### src/rtl/reqfwd_pkg.sv
package reqfwd_pkg;
    localparam int NUM_REQ    = 2;
    localparam int PORT_INSTR = 0;
    localparam int PORT_DATA  = 1;

    typedef enum logic [1:0] {
        CT_IDLE,
        CT_ISSUE,
        CT_STALL,
        CT_AWAIT
    } ctl_state_e;

    typedef enum logic [1:0] {
        RP_EMPTY,
        RP_OFFER,
        RP_HELD
    } rsp_state_e;
endpackage

### src/rtl/reqfwd_arb.sv
module reqfwd_arb
    import reqfwd_pkg::*;
(
    input  logic               clk,
    input  logic               rst_n,
    input  logic [NUM_REQ-1:0] req_valid,
    input  logic               blocked,
    input  logic               unblock,
    output logic [NUM_REQ-1:0] req_ready,
    output logic               accept,
    output logic               grant_idx,
    output logic [NUM_REQ-1:0] req_retry
);
    logic [NUM_REQ-1:0] owed_q;
    logic [NUM_REQ-1:0] refuse;

    always_comb begin
        req_ready[PORT_DATA]  = !blocked;
        req_ready[PORT_INSTR] = !blocked && !req_valid[PORT_DATA];
        refuse    = req_valid & ~req_ready;
        accept    = |(req_valid & req_ready);
        grant_idx = req_valid[PORT_DATA];
    end

    always_ff @(posedge clk or negedge rst_n) begin
        if (!rst_n) begin
            owed_q    <= '0;
            req_retry <= '0;
        end else if (unblock) begin
            req_retry <= owed_q | refuse;
            owed_q    <= '0;
        end else begin
            req_retry <= '0;
            owed_q    <= owed_q | refuse;
        end
    end
endmodule

### src/rtl/reqfwd_ctrl.sv
module reqfwd_ctrl
    import reqfwd_pkg::*;
#(
    parameter int ADDR_W = 16,
    parameter int DATA_W = 32
) (
    input  logic                            clk,
    input  logic                            rst_n,
    input  logic                            accept,
    input  logic                            grant_idx,
    input  logic [NUM_REQ-1:0][ADDR_W-1:0]  req_addr,
    input  logic [NUM_REQ-1:0]              req_wr,
    input  logic [NUM_REQ-1:0][DATA_W-1:0]  req_data,
    input  logic                            mem_req_ready,
    input  logic                            mem_req_retry,
    input  logic                            mem_rsp_valid,
    input  logic [NUM_REQ-1:0]              rsp_free,
    output logic                            blocked,
    output logic                            unblock,
    output logic [NUM_REQ-1:0]              deliver,
    output logic                            mem_req_valid,
    output logic [ADDR_W-1:0]               mem_req_addr,
    output logic                            mem_req_wr,
    output logic [DATA_W-1:0]               mem_req_data,
    output logic                            mem_rsp_ready
);
    ctl_state_e state_q, state_d;
    logic       owner_q;

    always_comb begin
        state_d = state_q;
        unique case (state_q)
            CT_IDLE:  if (accept)        state_d = CT_ISSUE;
            CT_ISSUE: state_d = mem_req_ready ? CT_AWAIT : CT_STALL;
            CT_STALL: if (mem_req_retry) state_d = CT_ISSUE;
            CT_AWAIT: if (unblock)       state_d = CT_IDLE;
            default:  state_d = CT_IDLE;
        endcase
    end

    always_ff @(posedge clk or negedge rst_n) begin
        if (!rst_n) begin
            state_q      <= CT_IDLE;
            owner_q      <= 1'b0;
            mem_req_addr <= '0;
            mem_req_wr   <= 1'b0;
            mem_req_data <= '0;
        end else begin
            state_q <= state_d;
            if (state_q == CT_IDLE && accept) begin
                owner_q      <= grant_idx;
                mem_req_addr <= req_addr[grant_idx];
                mem_req_wr   <= req_wr[grant_idx];
                mem_req_data <= req_data[grant_idx];
            end
        end
    end

    always_comb begin
        blocked       = (state_q != CT_IDLE);
        mem_req_valid = (state_q == CT_ISSUE);
        mem_rsp_ready = (state_q == CT_AWAIT) && rsp_free[owner_q];
        unblock       = mem_rsp_ready && mem_rsp_valid;
        for (int i = 0; i < NUM_REQ; i++) begin
            deliver[i] = unblock && (owner_q == i[0]);
        end
    end
endmodule

### src/rtl/reqfwd_rsp_port.sv
module reqfwd_rsp_port
    import reqfwd_pkg::*;
#(
    parameter int ADDR_W = 16,
    parameter int DATA_W = 32
) (
    input  logic              clk,
    input  logic              rst_n,
    input  logic              load,
    input  logic [ADDR_W-1:0] in_addr,
    input  logic              in_wr,
    input  logic [DATA_W-1:0] in_data,
    input  logic              rsp_ready,
    input  logic              rsp_retry,
    output logic              rsp_valid,
    output logic [ADDR_W-1:0] rsp_addr,
    output logic              rsp_wr,
    output logic [DATA_W-1:0] rsp_data,
    output logic              free
);
    rsp_state_e state_q, state_d;

    always_comb begin
        state_d = state_q;
        unique case (state_q)
            RP_EMPTY: if (load)      state_d = RP_OFFER;
            RP_OFFER: state_d = rsp_ready ? RP_EMPTY : RP_HELD;
            RP_HELD:  if (rsp_retry) state_d = RP_OFFER;
            default:  state_d = RP_EMPTY;
        endcase
    end

    always_ff @(posedge clk or negedge rst_n) begin
        if (!rst_n) begin
            state_q  <= RP_EMPTY;
            rsp_addr <= '0;
            rsp_wr   <= 1'b0;
            rsp_data <= '0;
        end else begin
            state_q <= state_d;
            if (load && state_q == RP_EMPTY) begin
                rsp_addr <= in_addr;
                rsp_wr   <= in_wr;
                rsp_data <= in_data;
            end
        end
    end

    always_comb begin
        rsp_valid = (state_q == RP_OFFER);
        free      = (state_q == RP_EMPTY);
    end
endmodule

### src/rtl/reqfwd_top.sv
module reqfwd_top
    import reqfwd_pkg::*;
#(
    parameter int ADDR_W = 16,
    parameter int DATA_W = 32
) (
    input  logic                            clk,
    input  logic                            rst_n,
    input  logic [NUM_REQ-1:0]              req_valid,
    input  logic [NUM_REQ-1:0][ADDR_W-1:0]  req_addr,
    input  logic [NUM_REQ-1:0]              req_wr,
    input  logic [NUM_REQ-1:0][DATA_W-1:0]  req_data,
    output logic [NUM_REQ-1:0]              req_ready,
    output logic [NUM_REQ-1:0]              req_retry,
    output logic [NUM_REQ-1:0]              rsp_valid,
    output logic [NUM_REQ-1:0][ADDR_W-1:0]  rsp_addr,
    output logic [NUM_REQ-1:0]              rsp_wr,
    output logic [NUM_REQ-1:0][DATA_W-1:0]  rsp_data,
    input  logic [NUM_REQ-1:0]              rsp_ready,
    input  logic [NUM_REQ-1:0]              rsp_retry,
    output logic                            mem_req_valid,
    output logic [ADDR_W-1:0]               mem_req_addr,
    output logic                            mem_req_wr,
    output logic [DATA_W-1:0]               mem_req_data,
    input  logic                            mem_req_ready,
    input  logic                            mem_req_retry,
    input  logic                            mem_rsp_valid,
    input  logic [ADDR_W-1:0]               mem_rsp_addr,
    input  logic                            mem_rsp_wr,
    input  logic [DATA_W-1:0]               mem_rsp_data,
    output logic                            mem_rsp_ready
);
    logic               blocked;
    logic               unblock;
    logic               accept;
    logic               grant_idx;
    logic [NUM_REQ-1:0] deliver;
    logic [NUM_REQ-1:0] rsp_free;

    reqfwd_arb u_arb (
        .clk       (clk),
        .rst_n     (rst_n),
        .req_valid (req_valid),
        .blocked   (blocked),
        .unblock   (unblock),
        .req_ready (req_ready),
        .accept    (accept),
        .grant_idx (grant_idx),
        .req_retry (req_retry)
    );

    reqfwd_ctrl #(.ADDR_W(ADDR_W), .DATA_W(DATA_W)) u_ctrl (
        .clk           (clk),
        .rst_n         (rst_n),
        .accept        (accept),
        .grant_idx     (grant_idx),
        .req_addr      (req_addr),
        .req_wr        (req_wr),
        .req_data      (req_data),
        .mem_req_ready (mem_req_ready),
        .mem_req_retry (mem_req_retry),
        .mem_rsp_valid (mem_rsp_valid),
        .rsp_free      (rsp_free),
        .blocked       (blocked),
        .unblock       (unblock),
        .deliver       (deliver),
        .mem_req_valid (mem_req_valid),
        .mem_req_addr  (mem_req_addr),
        .mem_req_wr    (mem_req_wr),
        .mem_req_data  (mem_req_data),
        .mem_rsp_ready (mem_rsp_ready)
    );

    for (genvar g = 0; g < NUM_REQ; g++) begin : g_rsp
        reqfwd_rsp_port #(.ADDR_W(ADDR_W), .DATA_W(DATA_W)) u_port (
            .clk       (clk),
            .rst_n     (rst_n),
            .load      (deliver[g]),
            .in_addr   (mem_rsp_addr),
            .in_wr     (mem_rsp_wr),
            .in_data   (mem_rsp_data),
            .rsp_ready (rsp_ready[g]),
            .rsp_retry (rsp_retry[g]),
            .rsp_valid (rsp_valid[g]),
            .rsp_addr  (rsp_addr[g]),
            .rsp_wr    (rsp_wr[g]),
            .rsp_data  (rsp_data[g]),
            .free      (rsp_free[g])
        );
    end
endmodule

### config.mk
export PLATFORM = sky130hd
export DESIGN_NAME = reqfwd_top
export DESIGN_NICKNAME = d
export VERILOG_FILES = /design/src/rtl/reqfwd_pkg.sv /design/src/rtl/reqfwd_arb.sv /design/src/rtl/reqfwd_ctrl.sv /design/src/rtl/reqfwd_rsp_port.sv /design/src/rtl/reqfwd_top.sv
export SDC_FILE = /design/constraint.sdc
export NUM_CORES = 1
export LEC_CHECK = 0
export ABC_AREA = 1
export ABC_CLOCK_PERIOD_IN_PS = 3700
export BUFFER_PORTS_ARGS = -buffer_cell sky130_fd_sc_hd__buf_2
export CAP_MARGIN = 20
export CORE_MARGIN = 4
export CORE_UTILIZATION = 26
export DETAILED_ROUTE_END_ITERATION = 12
export PLACE_DENSITY = 0.53
export SLEW_MARGIN = 20
export SYNTH_ARGS = -nofsm -noshare
export SYNTH_HDL_FRONTEND = slang
export SYNTH_SLANG_ARGS = --single-unit
### constraint.sdc
create_clock -name clk -period 3.7 [get_ports clk]
set_clock_uncertainty 0.2 [all_clocks]
set_input_delay 0.74 -clock clk [delete_from_list [all_inputs] [get_ports clk]]
set_output_delay 0.74 -clock clk [all_outputs]
set_load 0.05 [all_outputs]
==> impl_results.md, run 1 <==
- Run status: finished clean
- Vert. Die Dim: 167 um
- Final critical-path required period: 2640 ps
- Hold Path Class: flip-flop to flip-flop
- Slowest cell on the critical path: dfrtp_1
- Count leader, synth: nand2_1
- DR pass1 iterations: 5
- Final worst slack: 1060 ps
- Worst hold stages: 2
- Reg clk slew, reported paths: 60 ps
- Yosys cell types: 23
- Pleak: 4.93 nW
- I/O Pins: 313
- Max Cap Viol: 0
- DP Area: 8380 um2
- Pin count of the biggest net entering global routing: 67
- Mapped Cells: 750
- CTS Buf Count: 17
- Area contributors post-synth: dfrtp_1 60%, nand2_1 17%, a31oi_1 4.8%, o21ai_0 4.1%, nor2_1 3.4%
- P&R area growth vs syn: 36.9%
- Cell taking the most area after synthesis: dfrtp_1
- Nets: 1,206
- Setup crit end kind: output pin
- Mapped Avg Cell Area: 8.72 um2
- Die span in x: 167 um
- Worst-Skew Late Latency: 410 ps
- Worst setup startpoint: u_ctrl.state_q[1]$_DFFE_PN0P_
- Pins Over Slew Limit: 0
- Post-layout util: 0.365
- Cell count after placement: 1,352
- Met2 WL: 8.82 mm
- Drt via density: 4.23
- Asr flop ratio synth: 1.00
- Initial antenna violation count: 1
- R2R setup slack: 1380 ps
- Clock Tree Root: clkbuf_16
- Cell Area, Synth: 6540 um2
- Maximum VDD drop: 0.615 mV
- Routed vias: 5,857
- Final setup vio count: 0
- DR WL/cell: 14.5 um
- Sequential element share of the synthesized area: 0.605
- Total Routing Usage GR: 0.145
- Tightest Pin Transition: 823 ps
- Pre-CTS WS: 1120 ps
- Element type at the critical path start: flip-flop
- Final GP Congestion: 0.793
- Critical-path cell list: inv_2 -> nand2_1 -> nor2_1 -> buf_2
- Routed wire length: 20.1 mm
- IO Port Bufs: 312
- Vias in the first global route: 6,010
- Unrepaired setup endpoints after global routing: false
- Core ar.: 24,500 um2
- Starting Density: 0.266
- CTS tree: done
- Drt drc: 0
- Post-synth EDFFs: 0
- Row cnt: 57
- R2R depth: 5
- Total congestion overflow: 0
- Reg2Reg Capture Point: g_rsp[0].u_port.rsp_data[15]$_DFFE_PN0P_
- Finished Cell Area: 8950 um2
- Final ANT Viol Nets: 0
- RR Startpoint: u_ctrl.state_q[1]$_DFFE_PN0P_
- End point of the critical path: req_ready[0]
- Final Non-Filler Cells: 1,385
- Synth cell count leaders: 299 x nand2_1, 158 x dfrtp_1, 59 x nor2_1, 57 x inv_1, 53 x o21ai_0
- Slew headroom: 0.451
- P per Cell Area: 1090 nW/um2
- CP arrival: 1700 ps
- Top FF cell, synth: dfrtp_1
- H-tree Lvls: 4
- Deepest clock path buffer count: 2
- Fill count: 2,560
- Layout cell share with drive strength beyond 1: 0.353
- Setup TNS: 0 ps
- DR top layer: met5
- Drt initial violations: 323
- Synth Register Bits: 158
- Placed wire-length estimate: 14.8 mm
- Yosys warnings: 0
- Crit-path max FO: 5
- Worst path max stage delay: 430 ps
- M1 WL: 9.18 mm
- Final hold vios: 0
- Worst Setup Path Type: flip-flop to output pin
- Final period utilization: 0.713
- Die footprint: 27,700 um2
- Diodes inserted: 0
- WL met3: 1.85 mm
- Fmax: 379 MHz
- Net Count, Synth: 908
- Clock sink count: 158
- Critical path required time: 2760 ps
- Yosys top cell area share: 0.605
- Global-route wire length before repair: 32.7 mm
==> how the worst min path moves through the flow <==
stage                                             startpoint                                       end  slack [ps]
global route         g_rsp[1].u_port.rsp_addr[0]$_DFFE_PN0P_   g_rsp[1].u_port.rsp_addr[0]$_DFFE_PN0P_         300
finish              g_rsp[1].u_port.rsp_addr[11]$_DFFE_PN0P_  g_rsp[1].u_port.rsp_addr[11]$_DFFE_PN0P_         280
CTS                 g_rsp[1].u_port.rsp_addr[13]$_DFFE_PN0P_  g_rsp[1].u_port.rsp_addr[13]$_DFFE_PN0P_         280
detailed placement  g_rsp[1].u_port.rsp_addr[13]$_DFFE_PN0P_  g_rsp[1].u_port.rsp_addr[13]$_DFFE_PN0P_         260
global placement     g_rsp[1].u_port.rsp_addr[3]$_DFFE_PN0P_   g_rsp[1].u_port.rsp_addr[3]$_DFFE_PN0P_         260
floorplan                                              rst_n   g_rsp[0].u_port.rsp_addr[0]$_DFFE_PN0P_         240
==> stage by stage <==
| step | hold WS, ps | total power [mW] |
|---|---|---|
| after global placement | 256 | 8.10 |
| after CTS | 278 | 9.88 |
| after floorplan | 244 | 6.82 |
| after detailed placement | 260 | 8.14 |
| final | 276 | 9.74 |
| after global routing | 298 | 10.4 |
==> what timing repair did <==
action                                 CTS  global route
hold buffers                             1             0
gates resized for setup                  0             0
endpoints found under the hold margin   19             0
setup buffers                            0             0
==> power by group <==
group / switching, mW / internal (mW) / total (mW)
combinational: 3.99 / 1.09 / 5.09
clock: 0.788 / 0.907 / 1.69
sequential: 0.437 / 2.52 / 2.96
==> logic make-up (layout without fill, tap and decap cells) <==
family                 Yosys count  after routing  synth area share
AND/OR/NAND/NOR                376            376             0.228
flip-flops                     158            158             0.605
AO/OA/AOI/OAI                  109            109            0.0949
buffers and inverters          107            418            0.0723
==> critical path, delay by kind of cell, from the launching register on <==
kind | cells | cell delay, ps
DFF | 1 | 430
buffers and inverters | 2 | 400
and+or+nand+nor | 2 | 460
==> sequential cells by signal, summed over array words and instances, names as in the netlist <==
| register | flops |
|---|---|
| g_rsp.u_port.rsp_addr | 32 |
| u_arb.owed_q | 2 |
| u_ctrl.mem_req_data | 32 |
| u_arb.req_retry | 2 |
| u_ctrl.mem_req_addr | 16 |
| g_rsp.u_port.rsp_data | 64 |
| g_rsp.u_port.state_q | 4 |
| u_ctrl.state_q | 2 |
| g_rsp.u_port.rsp_wr | 2 |
| u_ctrl.owner_q | 1 |
| u_ctrl.mem_req_wr | 1 |
==> layout by cell type (no fill, tap or decap), types with 4 or more instances in the layout <==
| cell type | netlist | final |
|---|---|---|
| o21ai_0 | 53 | 53 |
| inv_1 | 57 | 57 |
| clkbuf_16 | 0 | 17 |
| nand2_1 | 299 | 299 |
| nor2_1 | 59 | 59 |
| buf_4 | 5 | 9 |
| inv_6 | 0 | 6 |
| inv_2 | 4 | 4 |
| a31oi_1 | 50 | 50 |
| buf_2 | 16 | 311 |
| dfrtp_1 | 158 | 158 |
| nand2_2 | 11 | 11 |
==> per-layer routing <==
| layer | vias up | global-route usage |
|---|---|---|
| met5 | - | 0 |
| met4 | 2 | 0.0331 |
| met3 | 12 | 0.0538 |
| met2 | 241 | 0.228 |
| met1 | 2656 | 0.193 |
| li1 | 2946 | - |
==> cell type report <==
cell class / count / area [um2] / area share
clock inverter: 13 / 116 / 0.0130
multi-input combinational: 485 / 2110 / 0.236
sequential: 158 / 3950 / 0.442
tap: 324 / 405 / 0.0453
inverter: 62 / 234 / 0.0261
clock buffer: 19 / 443 / 0.0495
timing repair buffer: 324 / 1690 / 0.188
Power figures use the tool's default switching activity.
==> inputs of run 2 (changes only) <==
--- a/config.mk
+++ b/config.mk
@@ -6,13 +6,13 @@
 export NUM_CORES = 1
 export LEC_CHECK = 0
 export ABC_AREA = 1
-export ABC_CLOCK_PERIOD_IN_PS = 3700
+export ABC_CLOCK_PERIOD_IN_PS = 2100
 export BUFFER_PORTS_ARGS = -buffer_cell sky130_fd_sc_hd__buf_2
 export CAP_MARGIN = 20
 export CORE_MARGIN = 4
 export CORE_UTILIZATION = 26
 export DETAILED_ROUTE_END_ITERATION = 12
-export PLACE_DENSITY = 0.53
+export PLACE_DENSITY = 0.55
 export SLEW_MARGIN = 20
 export SYNTH_ARGS = -nofsm -noshare
 export SYNTH_HDL_FRONTEND = slang
==> constraint.sdc (replaced) <==
create_clock -name clk -period 2.1 [get_ports clk]
set_clock_uncertainty 0.2 [all_clocks]
set_input_delay 0.42 -clock clk [delete_from_list [all_inputs] [get_ports clk]]
set_output_delay 0.42 -clock clk [all_outputs]
set_load 0.05 [all_outputs]
==> impl_results.md, run 2 (synthesized netlist as in run 1, its figures left out) <==
- Run status: finished clean
- Die footprint: 27,700 um2
- Sw Ratio: 0.526
- Placed wire-length estimate: 15.0 mm
- Clock sink count: 158
- Critical path required time: 1480 ps
- DR pass1 iterations: 4
- Internal power: 8.36 mW
- Final Non-Filler Cells: 1,419
- Worst-Skew Late Latency: 420 ps
- Final critical-path required period: 2030 ps
- Global-route wire length before repair: 32.5 mm
- Final setup vio count: 0
- Pleak: 5.14 nW
- Row cnt: 57
- Routed vias: 6,052
- Clock Tree Root: clkbuf_16
- DP Area: 8560 um2
- Core ar.: 24,500 um2
- Sequential power share: 0.295
- Reg clk slew, reported paths: 80 ps
- Pre-CTS WS: 222 ps
- Setup crit end kind: output pin
- Finished Cell Area: 9390 um2
- IO Port Bufs: 312
- Setup TNS: 0 ps
- Final hold vios: 0
- Number of flip-flops in the largest register: 64
- Regs by FF count: g_rsp.u_port.rsp_data (64), g_rsp.u_port.rsp_addr (32), u_ctrl.mem_req_data (32)
- Slew headroom: 0.639
- Worst Setup Path Type: flip-flop to output pin
- P&R area growth vs syn: 43.6%
- Worst setup startpoint: g_rsp[0].u_port.state_q[1]$_DFFE_PN0P_
- Pins Over Slew Limit: 0
- Die span in x: 167 um
- Final GP Congestion: 0.812
- Diodes inserted: 0
- Layout cell share with drive strength beyond 1: 0.362
- Clk pwr share: 0.177
- Reg2Reg Capture Point: g_rsp[0].u_port.rsp_data[9]$_DFFE_PN0P_
- Tightest Pin Transition: 542 ps
- RR Startpoint: u_ctrl.state_q[1]$_DFFE_PN0P_
- Cell count after placement: 1,364
- Vert. Die Dim: 167 um
- Total Routing Usage GR: 0.143
- Nets: 1,240
- Hold Path Class: input pin to flip-flop
- CP arrival: 1410 ps
- H-tree Lvls: 4
- Fmax: 492 MHz
- P per Cell Area: 1880 nW/um2
- Drt via density: 4.26
- Critical-path cell list: nor2_4 -> nand2_1 -> a21oi_2 -> buf_6
- Drt initial violations: 381
- Max Cap Viol: 0
- Element type at the critical path start: flip-flop
- Pin count of the biggest net entering global routing: 58
- Most frequent cells in the layout: 308 x buf_2, 298 x nand2_1, 158 x dfrtp_1
- Maximum VDD drop: 0.872 mV
- Combinational share of power: 0.528
- R2R setup slack: 330 ps
- End point of the critical path: mem_rsp_ready
- Total congestion overflow: 0
- Final worst slack: 69.3 ps
- Initial antenna violation count: 0
- Slowest cell on the critical path: dfrtp_1
- Drt drc: 0
- I/O Pins: 313
- Routed wire length: 20.2 mm
- Switch Pwr: 9.26 mW
- Crit-path max FO: 2
- Starting Density: 0.266
- Commonest non-fill, non-tap cell in the layout: buf_2
- R2R depth: 6
- Vias in the first global route: 6,081
- Worst path max stage delay: 410 ps
- DR WL/cell: 14.2 um
- Deepest clock path buffer count: 2
- Final period utilization: 0.967
- CTS Buf Count: 17
- CTS tree: done
- Final ANT Viol Nets: 0
- Largest register by flop count: g_rsp.u_port.rsp_data
-- run 2: changes by cell type in the layout (fill, tap and decap cells not counted), moves of 2 or more --
cell / before / now
dlygate4sd3_1: 1 / 18
buf_4: 9 / 19
buf_12: 2 / 9
buf_2: 311 / 308
buf_6: 1 / 3
inv_6: 6 / 4
-- run 2: worst max-delay path, delay by kind of cell (launching register included) --
family / cells / cell delay, ps
buffers and inverters: 1 / 180
and+or+nand+nor: 2 / 250
AOI/OAI and AO/OA: 1 / 160
DFF: 1 / 410
-- run 2: power by group through the flow --
stage	Sequential, mW	Clock (mW)	Combinational (mW)
2_1_floorplan	9.70	0	2.31
3_3_place_gp	5.23	0	9.19
3_5_place_dp	5.22	0	9.26
4_1_cts	5.20	3.22	9.33
5_1_grt	5.38	3.35	9.92
6_report	5.20	3.12	9.30
-- run 2: worst min path at each step --
stage / from / endpoint / slack, ps / depth (start not counted)
2_1_floorplan: rst_n / g_rsp[0].u_port.rsp_addr[0]$_DFFE_PN0P_ / -80 / 0
3_3_place_gp: rst_n / g_rsp[0].u_port.rsp_addr[2]$_DFFE_PN0P_ / 130 / 1
3_5_place_dp: rst_n / g_rsp[1].u_port.rsp_data[21]$_DFFE_PN0P_ / 130 / 1
4_1_cts: mem_rsp_addr[3] / g_rsp[1].u_port.rsp_addr[3]$_DFFE_PN0P_ / 0.7 / 3
5_1_grt: mem_rsp_addr[5] / g_rsp[1].u_port.rsp_addr[5]$_DFFE_PN0P_ / 10 / 3
6_report: mem_rsp_data[8] / g_rsp[1].u_port.rsp_data[8]$_DFFE_PN0P_ / 20 / 3
-- run 2: final cells by class --
| class | instances | area (um2) |
|---|---|---|
| Timing Repair Buffer | 358 | 2090 |
| Sequential cell | 158 | 3950 |
| Clock inverter | 14 | 148 |
| Inverter | 62 | 234 |
| Fill cell | 2565 | 15100 |
| Tap cell | 324 | 405 |
| Multi-Input combinational cell | 485 | 2120 |
| Clock buffer | 18 | 439 |
-- run 2: layer usage --
metal  global-route usage  routed length [um]  vias up
met3               0.0540                1790        8
met2                0.232                9110      254
met5                    0                   0        -
met4               0.0263                 151        0
met1                0.185                9090     2774
li1                     -                   -     3016
-- run 2: what timing repair did --
item,4_1_cts,5_1_grt
buffers inserted,2,3
resized for setup,3,6
pin swaps,1,0
endpoints found under the hold margin,42,0
hold buffers,18,0
setup endpoints to repair,2,3
-- run 2: stage by stage --
step                      total power [mW]  utilization  hold slack, ps
final                                 17.6        0.383            24.3
after CTS                             17.7        0.381           0.661
after global placement                14.4        0.349             131
after global routing                  18.7        0.383            9.89
after detailed placement              14.5        0.349             126
after floorplan                       12.0            -           -75.6
